**src/rtl/sc_resv_pkg.sv**
```systemverilog
package sc_resv_pkg;
  localparam int unsigned INSN_W = 32;
  localparam logic [5:0] PRIMARY_OP = 6'd31;
  localparam logic [9:0] EXT_OP     = 10'd694;

  typedef struct packed {
    logic [4:0] src;
    logic [4:0] base;
    logic [4:0] index;
  } sc_fields_t;

  // Result of comparing a request with the reservation.
  typedef enum logic [1:0] {
    OUT_NONE = 2'd0,  // no valid reservation
    OUT_HIT  = 2'd1,  // exact address and size
    OUT_NEAR = 2'd2,  // inexact, same smallest page
    OUT_FAR  = 2'd3   // inexact, different page
  } sc_outcome_e;

  function automatic logic sc_is_cond_store(input logic [INSN_W-1:0] w);
    return (w[31:26] == PRIMARY_OP) && (w[10:1] == EXT_OP) && w[0];
  endfunction

  function automatic sc_fields_t sc_split(input logic [INSN_W-1:0] w);
    sc_fields_t f;
    f.src   = w[25:21];
    f.base  = w[20:16];
    f.index = w[15:11];
    return f;
  endfunction
endpackage

```
**src/rtl/sc_resv_decode.sv**
```systemverilog
module sc_resv_decode
  import sc_resv_pkg::*;
(
  input  logic [INSN_W-1:0] insn,
  output logic              is_sc,
  output sc_fields_t        fields
);
  always_comb begin
    is_sc  = sc_is_cond_store(insn);
    fields = sc_split(insn);
  end
endmodule

```
**src/rtl/sc_resv_reg.sv**
```systemverilog
module sc_resv_reg #(
  parameter int unsigned XLEN = 64,
  parameter int unsigned SZW  = 4
) (
  input  logic            clk,
  input  logic            rst_n,
  input  logic            set,
  input  logic [XLEN-1:0] set_addr,
  input  logic [SZW-1:0]  set_size,
  input  logic            kill,
  input  logic            consume,
  output logic            valid,
  output logic [XLEN-1:0] addr,
  output logic [SZW-1:0]  size
);
  // A new reservation beats any clear arriving in the same cycle.
  always_ff @(posedge clk or negedge rst_n) begin
    if (!rst_n) begin
      valid <= 1'b0;
      addr  <= '0;
      size  <= '0;
    end else if (set) begin
      valid <= 1'b1;
      addr  <= set_addr;
      size  <= set_size;
    end else if (kill || consume) begin
      valid <= 1'b0;
    end
  end
endmodule

```
**src/rtl/sc_resv_judge.sv**
```systemverilog
module sc_resv_judge
  import sc_resv_pkg::*;
#(
  parameter int unsigned XLEN       = 64,
  parameter int unsigned SZW        = 4,
  parameter int unsigned PG_SHIFT   = 12,
  parameter bit          NEAR_STORE = 1'b0
) (
  input  logic            rsv_valid,
  input  logic [XLEN-1:0] rsv_addr,
  input  logic [SZW-1:0]  rsv_size,
  input  logic [XLEN-1:0] ea,
  output sc_outcome_e     outcome,
  output logic            do_store
);
  function automatic logic same_page(input logic [XLEN-1:0] a, input logic [XLEN-1:0] b);
    return a[XLEN-1:PG_SHIFT] == b[XLEN-1:PG_SHIFT];
  endfunction

  function automatic logic exact_hit(input logic [XLEN-1:0] a, input logic [SZW-1:0] s,
                                     input logic [XLEN-1:0] e);
    return (s == SZW'(1)) && (a == e);
  endfunction

  logic near_ok;

  generate
    if (NEAR_STORE) begin : g_near_store
      assign near_ok = 1'b1;
    end else begin : g_near_fail
      assign near_ok = 1'b0;
    end
  endgenerate

  always_comb begin
    if (!rsv_valid)                           outcome = OUT_NONE;
    else if (exact_hit(rsv_addr, rsv_size, ea)) outcome = OUT_HIT;
    else if (same_page(rsv_addr, ea))          outcome = OUT_NEAR;
    else                                       outcome = OUT_FAR;
    do_store = (outcome == OUT_HIT) || ((outcome == OUT_NEAR) && near_ok);
  end
endmodule

```
**src/rtl/sc_resv_unit.sv**
```systemverilog
module sc_resv_unit
  import sc_resv_pkg::*;
#(
  parameter int unsigned XLEN       = 64,
  parameter int unsigned SZW        = 4,
  parameter int unsigned PAGE_BYTES = 4096,
  parameter bit          NEAR_STORE = 1'b0
) (
  input  logic              clk,
  input  logic              rst_n,
  input  logic              lr_valid,
  input  logic [XLEN-1:0]   lr_addr,
  input  logic [SZW-1:0]    lr_size,
  input  logic              rsv_kill,
  input  logic              req_valid,
  input  logic [INSN_W-1:0] req_insn,
  output logic              req_ready,
  output logic [4:0]        src_sel,
  output logic [4:0]        base_sel,
  output logic [4:0]        index_sel,
  input  logic [7:0]        src_byte,
  input  logic [XLEN-1:0]   base_val,
  input  logic [XLEN-1:0]   index_val,
  input  logic              so_in,
  output logic              done,
  output logic [3:0]        cr_out,
  output logic              mem_we,
  output logic [XLEN-1:0]   mem_addr,
  output logic [7:0]        mem_data
);
  localparam int unsigned PG_SHIFT = $clog2(PAGE_BYTES);

  function automatic logic [XLEN-1:0] eff_addr(input logic [4:0] bsel,
                                               input logic [XLEN-1:0] b,
                                               input logic [XLEN-1:0] x);
    return x + ((bsel == 5'd0) ? '0 : b);
  endfunction

  logic              is_sc;
  sc_fields_t        fields;
  logic              accept;
  logic [XLEN-1:0]   ea;
  logic              rsv_valid;
  logic [XLEN-1:0]   rsv_addr;
  logic [SZW-1:0]    rsv_size;
  sc_outcome_e       outcome;
  logic              do_store;
  logic              done_q, we_q;
  logic [3:0]        cr_q;
  logic [XLEN-1:0]   addr_q;
  logic [7:0]        data_q;

  sc_resv_decode u_dec (
    .insn   (req_insn),
    .is_sc  (is_sc),
    .fields (fields)
  );

  assign src_sel   = fields.src;
  assign base_sel  = fields.base;
  assign index_sel = fields.index;
  assign req_ready = !done_q;
  assign accept    = req_valid && req_ready && is_sc;
  assign ea        = eff_addr(fields.base, base_val, index_val);

  sc_resv_reg #(.XLEN(XLEN), .SZW(SZW)) u_rsv (
    .clk      (clk),
    .rst_n    (rst_n),
    .set      (lr_valid),
    .set_addr (lr_addr),
    .set_size (lr_size),
    .kill     (rsv_kill),
    .consume  (accept),
    .valid    (rsv_valid),
    .addr     (rsv_addr),
    .size     (rsv_size)
  );

  sc_resv_judge #(
    .XLEN(XLEN), .SZW(SZW), .PG_SHIFT(PG_SHIFT), .NEAR_STORE(NEAR_STORE)
  ) u_judge (
    .rsv_valid (rsv_valid),
    .rsv_addr  (rsv_addr),
    .rsv_size  (rsv_size),
    .ea        (ea),
    .outcome   (outcome),
    .do_store  (do_store)
  );

  always_ff @(posedge clk or negedge rst_n) begin
    if (!rst_n) begin
      done_q <= 1'b0;
      we_q   <= 1'b0;
      cr_q   <= '0;
      addr_q <= '0;
      data_q <= '0;
    end else begin
      done_q <= accept;
      we_q   <= accept && do_store;
      if (accept) begin
        cr_q   <= {2'b00, do_store, so_in};
        addr_q <= ea;
        data_q <= src_byte;
      end
    end
  end

  assign done     = done_q;
  assign mem_we   = we_q;
  assign cr_out   = cr_q;
  assign mem_addr = addr_q;
  assign mem_data = data_q;
endmodule

```
**config.mk**
```make
export PLATFORM = sky130hd
export DESIGN_NAME = sc_resv_unit
export DESIGN_NICKNAME = d
export VERILOG_FILES = /design/src/rtl/sc_resv_pkg.sv /design/src/rtl/sc_resv_decode.sv /design/src/rtl/sc_resv_reg.sv /design/src/rtl/sc_resv_judge.sv /design/src/rtl/sc_resv_unit.sv
export SDC_FILE = /design/constraint.sdc
export NUM_CORES = 1
export LEC_CHECK = 0
export ABC_AREA = 1
export BUFFER_PORTS_ARGS = -buffer_cell sky130_fd_sc_hd__buf_2
export CAP_MARGIN = 10
export CORE_MARGIN = 2
export CORE_UTILIZATION = 50
export DETAILED_ROUTE_END_ITERATION = 6
export MAX_ROUTING_LAYER = met4
export PLACE_DENSITY = 0.79
export SETUP_SLACK_MARGIN = 0.15
export SYNTH_ARGS = -nofsm -noshare
export SYNTH_HDL_FRONTEND = slang
export SYNTH_HIERARCHICAL = 1
export SYNTH_SLANG_ARGS = --single-unit
```
**constraint.sdc**
```tcl
create_clock -name clk -period 1.5 [get_ports clk]
set_input_delay 0.3 -clock clk [delete_from_list [all_inputs] [get_ports clk]]
set_output_delay 0.3 -clock clk [all_outputs]
set_load 0.02 [all_outputs]
```
==> qor.yml, run 1 <==
run_status:
  status: "complete, but fails checks"
  violated_checks: "negative setup slack"
critical_path:
  crit_path_max_fanout: 15
  rr_startpoint: "u_rsv/addr[29]$_DFFE_PN0P_"
  nature_of_the_critical_path_endpoint: "flip-flop"
  timing.critical_path.required_ps: 1870
  startpoint_type: "primary input"
  crit_path_max_incr_delay_ps: 550
  worst_ep_arrival_time_ps: 4270
  critical_path.most_common_cell: "nand2_2"
  crit_type: "in2reg"
  worst_setup_sp: "req_insn[19]"
  timing.critical_path.slowest_stage_cell: "nor2_1"
  r2r_slack_ps: -600
timing:
  slew-limit-headroom_pct: 52.2
  timing_limited_maximum_frequency_ghz: 0.256
  setup_repair_after_global_routing_missed_its_margin: "true"
  min_period_over_period_pct: 260
  fin_crit_ps: 3910
  timing.final.max_slew_violations: 0
  setup-violations-final: 64
  finalHoldViolations: 0
  worst_slew_pin_slew_ps: 714
  layout_setup_ws_ps: -2410
  fin_skew_ps: 15.1
  timing.setup.tns_ps: -56310
worst_hold_path:
  hp-start: "lr_addr[5]"
  worst_hold_path_type: "in2reg"
clock_tree:
  clock_tree_from_tritoncts: "built"
  cts-buffers-inserted: 17
  h_tree_depth: 4
  clk_latency_ps: 450
  clockBufferDepth: 2
  cts.sinks: 145
  clk_root_buffer_cell: "clkbuf_16"
  clk_pin_slew_worst_paths_ps: 90
floorplanning:
  die_width_um: 168
  fp.dieArea_um2: 28200
  floorplan.core_area_um2: 26700
  floorplan.initialDensity_pct: 50.4
  die_h_um: 168
  floorplan.rows: 60
  top_level_ports: 336
global_routing:
  antenna_found_initial: 0
  global_route.usage.met1_pct: 49.1
  grt_ovf: 0
  first_global_vias: 16700
  global_route.usage.met3_pct: 4.68
  pin_count_of_the_biggest_net_entering_global_routing: 70
  grt_use_met2_pct: 66.6
  busiest_layer: "met2"
  grt_first_pass_wirelength_um: 86100
  grt_util_all_layers_pct: 40.4
route:
  via_count: 17300
  detail-route-antenna-nets: 0
  drc_errors: 0
  drt_first_pass_iters: 6
  wl_per_cell_um: 18.2
  number_of_vias_per_cell_after_detailed_routing: 5.20
  postRouteWirelength_um: 60700
  detail_route.iter0.violations: 1542
pwr:
  peakVddDrop_mv: 0.737
  combPwrFrac_pct: 45.8
  power.net_switching_mw: 6.78
  p_clk_share_pct: 28.4
  seq_power_share_pct: 25.8
  power_leakage_nw: 12.9
  cell_area_power_density_nw_per_um2: 771
  power_switching_share_pct: 41.4
  internal_power_mw: 9.60
placement:
  place.gp.congestion: 0.978
  place.port_buffers: 313
  dp_hpwl_um: 41000
  dp_worst_setup_slack_ps: -2620
logic_synthesis:
  syn_inst: 2402
  netlist_area_um2: 13400
  ys_warn_count: 6
  syn-mean-instance-area_um2: 5.60
final_layout:
  antennaDiodeCount: 0
  areaGrowthSynthToFinish_pct: 58.1
  num-nets-final: 3288
  post_route_cells_drive_above_1_share_pct: 40.0
  layout.core_utilization_pct: 79.8
run:
  maxCapViolations: 0
==> worst max-delay path, delay by kind of cell <==
family | cells | cell delay [ps]
AO/OA/AOI/OAI | 2 | 240
AND/OR/NAND/NOR | 18 | 2320
adder cells (fa/ha/maj) | 1 | 250
buffers and inverters | 9 | 980
XOR/XNOR | 1 | 160
==> metrics by stage <==
| step | cells | cell area, µm² | total power, mW | hold WS [ps] |
|---|---|---|---|---|
| finish | 3336 | 21300 | 16.4 | 42.1 |
| global route | 3336 | 21300 | 17.0 | 50.2 |
| CTS | 3316 | 20100 | 15.2 | 36.5 |
| detailed placement | 3248 | 17300 | 9.58 | 300 |
| global placement | 3248 | 17300 | 9.47 | 293 |
| floorplan | 2403 | 13600 | 7.21 | 4.41 |
==> sequential cells by signal (all words and copies together), names as in the netlist <==
signal and cells:
mem_addr 64, u_rsv/valid 1, u_rsv/size 4, mem_data 8, mem_we 1, done 1, cr_out 2, u_rsv/addr 64
==> power groups by stage <==
stage	clock, mW	sequential (mW)	combinational [mW]
finish	4.66	4.23	7.50
global route	4.76	4.24	7.99
CTS	4.62	4.22	6.40
detailed placement	0	4.29	5.29
global placement	0	4.28	5.19
floorplan	0	4.24	2.97
==> repair_timing <==
action | 4_1_cts | 5_1_grt
hold buffers | 1 | 0
setup buffers | 32 | 18
gates resized for setup | 413 | 269
pin swaps | 48 | 88
endpoints found under the hold margin | 35 | 0
gates cloned | 3 | 2
endpoints found under the setup margin | 68 | 79
==> placed cells by master, fill, tap and decap left out, types with 3 or more instances in the layout <==
cell       instances
nor2_4            32
clkinv_8           5
and2_4             8
inv_2             64
buf_12            13
buf_2            307
nand3b_1          15
a21oi_4           10
buf_4            234
nor2_1           110
buf_16             4
nand3_1           48
xor2_1            12
nand2_1          980
ha_4              57
nor3_1             4
nand2_2          183
inv_4              6
ha_1               5
inv_1            430
dfrtp_1          144
nor3_4             4
nand2_8            3
a21oi_1           12
o21ai_0            3
xor2_2            12
clkbuf_16         19
nor3_2             7
buf_6             52
nand2_4           55
nand3_2           27
nand3_4            4
xor2_4            17
inv_8              6
nor2_2            40
nand4_1            3
a21oi_2           17
and2_1            23
==> layer usage <==
metal  part of all wire, %  routed length (µm)
met4                   6.8                4110
met1                    39               23600
met2                    46               28100
met3                   8.0                4870
met5                     0                   0
==> cell type report <==
| class | count | area [µm²] |
|---|---|---|
| repair buffers | 614 | 4320 |
| clock buffers | 17 | 425 |
| multi-input cells | 1704 | 10400 |
| inverters | 500 | 1890 |
| fillers | 1863 | 5390 |
| flip-flops and latches | 145 | 3630 |
| clock inverters | 15 | 181 |
| well taps | 341 | 427 |
==> worst paths after layout <==
kind                                               to  cells past startpoint
setup / recovery                cr_out[1]$_DFFE_PN0P_                     31
hold / removal              u_rsv/addr[5]$_DFFE_PN0P_                      3
setup reg to reg                cr_out[1]$_DFFE_PN0P_                     11
hold reg to reg              mem_addr[47]$_DFFE_PN0P_                      2
max in group asynchronous    mem_addr[11]$_DFFE_PN0P_                      3
min in group asynchronous  u_rsv/addr[41]$_DFFE_PN0P_                      2
(Power assumes the default switching activity.)
==> run 2, diff against run 1 <==
--- a/config.mk
+++ b/config.mk
@@ -13,6 +13,7 @@
 export DETAILED_ROUTE_END_ITERATION = 6
 export MAX_ROUTING_LAYER = met4
 export PLACE_DENSITY = 0.79
+export RECOVER_POWER = 25
 export SETUP_SLACK_MARGIN = 0.15
 export SYNTH_ARGS = -nofsm -noshare
 export SYNTH_HDL_FRONTEND = slang
==> qor.yml, run 2 (synthesized netlist as in run 1, its figures left out) <==
critical_path:
  worst_ep_arrival_time_ps: 4260
  r2r-end: "cr_out[1]$_DFFE_PN0P_"
  worstRegToRegCells: 11
  timing.critical_path.required_ps: 1870
  rr_startpoint: "u_rsv/addr[29]$_DFFE_PN0P_"
  worst_setup_sp: "req_insn[19]"
  critical_path.n_buffers_inverters: 9
  nature_of_the_critical_path_endpoint: "flip-flop"
  crit_path_max_fanout: 15
  crit_type: "in2reg"
  timing.critical_path.slowest_stage_cell: "nor2_1"
  path_depth: 31
  crit_path_max_incr_delay_ps: 540
  critical_path.most_common_cell: "nand2_2"
  r2r_slack_ps: -580
  path_delay_family: "simple AND/OR/NAND/NOR gates"
  startpoint_type: "primary input"
  worst_setup_path_endpoint: "cr_out[1]$_DFFE_PN0P_"
route:
  number_of_vias_per_cell_after_detailed_routing: 5.21
  wl_per_cell_um: 18.2
  postRouteWirelength_um: 60600
  drt_first_pass_iters: 7
  detail-route-antenna-nets: 0
  via_count: 17400
  detail_route.iter0.violations: 1507
  drc_errors: 32
clock_tree:
  clockBufferDepth: 2
  cts.sinks: 145
  clk_pin_slew_worst_paths_ps: 90
  h_tree_depth: 4
  cts-buffers-inserted: 17
  clk_root_buffer_cell: "clkbuf_16"
  clock_tree_from_tritoncts: "built"
  clk_latency_ps: 450
floorplanning:
  fp.dieArea_um2: 28200
  floorplan.initialDensity_pct: 50.4
  die_h_um: 168
  top_level_ports: 336
  floorplan.rows: 60
  floorplan.core_area_um2: 26700
  die_width_um: 168
final_layout:
  num-nets-final: 3288
  layout_commonest_cell: "nand2_1"
  mostFrequentLayoutCells: "nand2_1 (980), inv_1 (430), buf_2 (305)"
  antennaDiodeCount: 0
  post_route_cells_drive_above_1_share_pct: 40.0
  areaGrowthSynthToFinish_pct: 58.0
timing:
  slew-limit-headroom_pct: 38.6
  fin_skew_ps: 15.7
  timing_limited_maximum_frequency_ghz: 0.257
  setup_repair_after_global_routing_missed_its_margin: "true"
  timing.setup.tns_ps: -56800
  setup-violations-final: 64
  min_period_over_period_pct: 260
  layout_setup_ws_ps: -2400
  fin_crit_ps: 3900
  fin_hold_ws_ps: 42.9
  timing.final.max_slew_violations: 0
  finalHoldViolations: 0
  worst_slew_pin_slew_ps: 921
run:
  maxCapViolations: 0
global_routing:
  antenna_found_initial: 0
  grt_first_pass_wirelength_um: 86100
  pin_count_of_the_biggest_net_entering_global_routing: 70
  first_global_vias: 16700
  grt_util_all_layers_pct: 40.4
  grt_ovf: 0
pwr:
  post-layout-total-power_mw: 16.4
  power_leakage_nw: 12.8
  cell_area_power_density_nw_per_um2: 770
  peakVddDrop_mv: 0.739
run_status:
  status: "complete, but fails checks"
  violated_checks: "design-rule violations, negative setup slack"
placement:
  dp_hpwl_um: 41000
  place.gp.congestion: 0.978
  place.port_buffers: 313
worst_hold_path:
  worst_hold_path_type: "in2reg"
==> run 2: cell count changes in the layout (fill, tap and decap cells not counted), sizes merged <==
| cell | before | now |
|---|---|---|
| clkinvlp | 2 | 3 |
| buf | 611 | 608 |
| clkbuf | 19 | 22 |
| inv | 507 | 506 |
==> run 2: report_power, final <==
group,internal (mW),total (mW),switching (mW)
logic,3.26,7.49,4.23
registers,4.07,4.23,0.156
clock network,2.27,4.64,2.37
==> run 2: area by class of cell <==
cell class | count | area [µm²]
Clock buffer | 17 | 425
Clock inverter | 15 | 181
Fill cell | 1866 | 5410
Inverter | 500 | 1890
Multi-Input combinational cell | 1704 | 10400
Sequential cell | 145 | 3630
Tap cell | 341 | 427
Timing Repair Buffer | 614 | 4310
==> run 2: how the worst min path moves through the flow <==
stage | startpoint | endpoint | slack [ps] | depth (start not counted)
final | lr_addr[5] | u_rsv/addr[5]$_DFFE_PN0P_ | 40 | 3
after floorplan | rst_n | cr_out[0]$_DFFE_PN0P_ | 4 | 0
after global placement | rst_n | mem_addr[41]$_DFFE_PN0P_ | 290 | 1
after detailed placement | rst_n | u_rsv/addr[41]$_DFFE_PN0P_ | 300 | 1
after CTS | lr_size[3] | u_rsv/size[3]$_DFFE_PN0P_ | 40 | 3
after global routing | src_byte[1] | mem_data[1]$_DFFE_PN0P_ | 50 | 3
==> run 2: timing repair <==
action	4_1_cts	5_1_grt
resized for setup	413	269
hold endpoints to repair	35	0
hold buffers	1	0
cloned	3	2
pin swaps	48	88
endpoints found under the setup margin	68	79
setup buffers	32	18
==> run 2: per-layer routing <==
metal	routed length (µm)	GRT usage [%]	vias to the layer above
met5	0	-	-
met4	4050	20.7	0
met3	4920	4.68	297
met2	28100	66.6	1007
met1	23500	49.1	7990
li1	-	-	8088
==> run 2: worst register-to-register path: stages, from the launching register on <==
cell and delay (ps):
dfrtp_1 410, nor2_1 540, nor2_1 130, nor2_1 140, nand2_1 80, nor2_2 160, nand2_2 80, nor2_4 140
nand3b_1 100, nor2_1 90, inv_1 50, o21ai_1 100
==> run 2: through the flow <==
step | cells | worst slack (ps) | util (%) | cell area [µm²]
CTS | 3316 | -1880 | 75.4 | 20100
global placement | 3248 | -2550 | 64.8 | 17300
floorplan | 2403 | -1760 | - | 13600
global route | 3336 | -2470 | 79.7 | 21200
finish | 3336 | -2400 | 79.7 | 21200
detailed placement | 3248 | -2620 | 64.8 | 17300
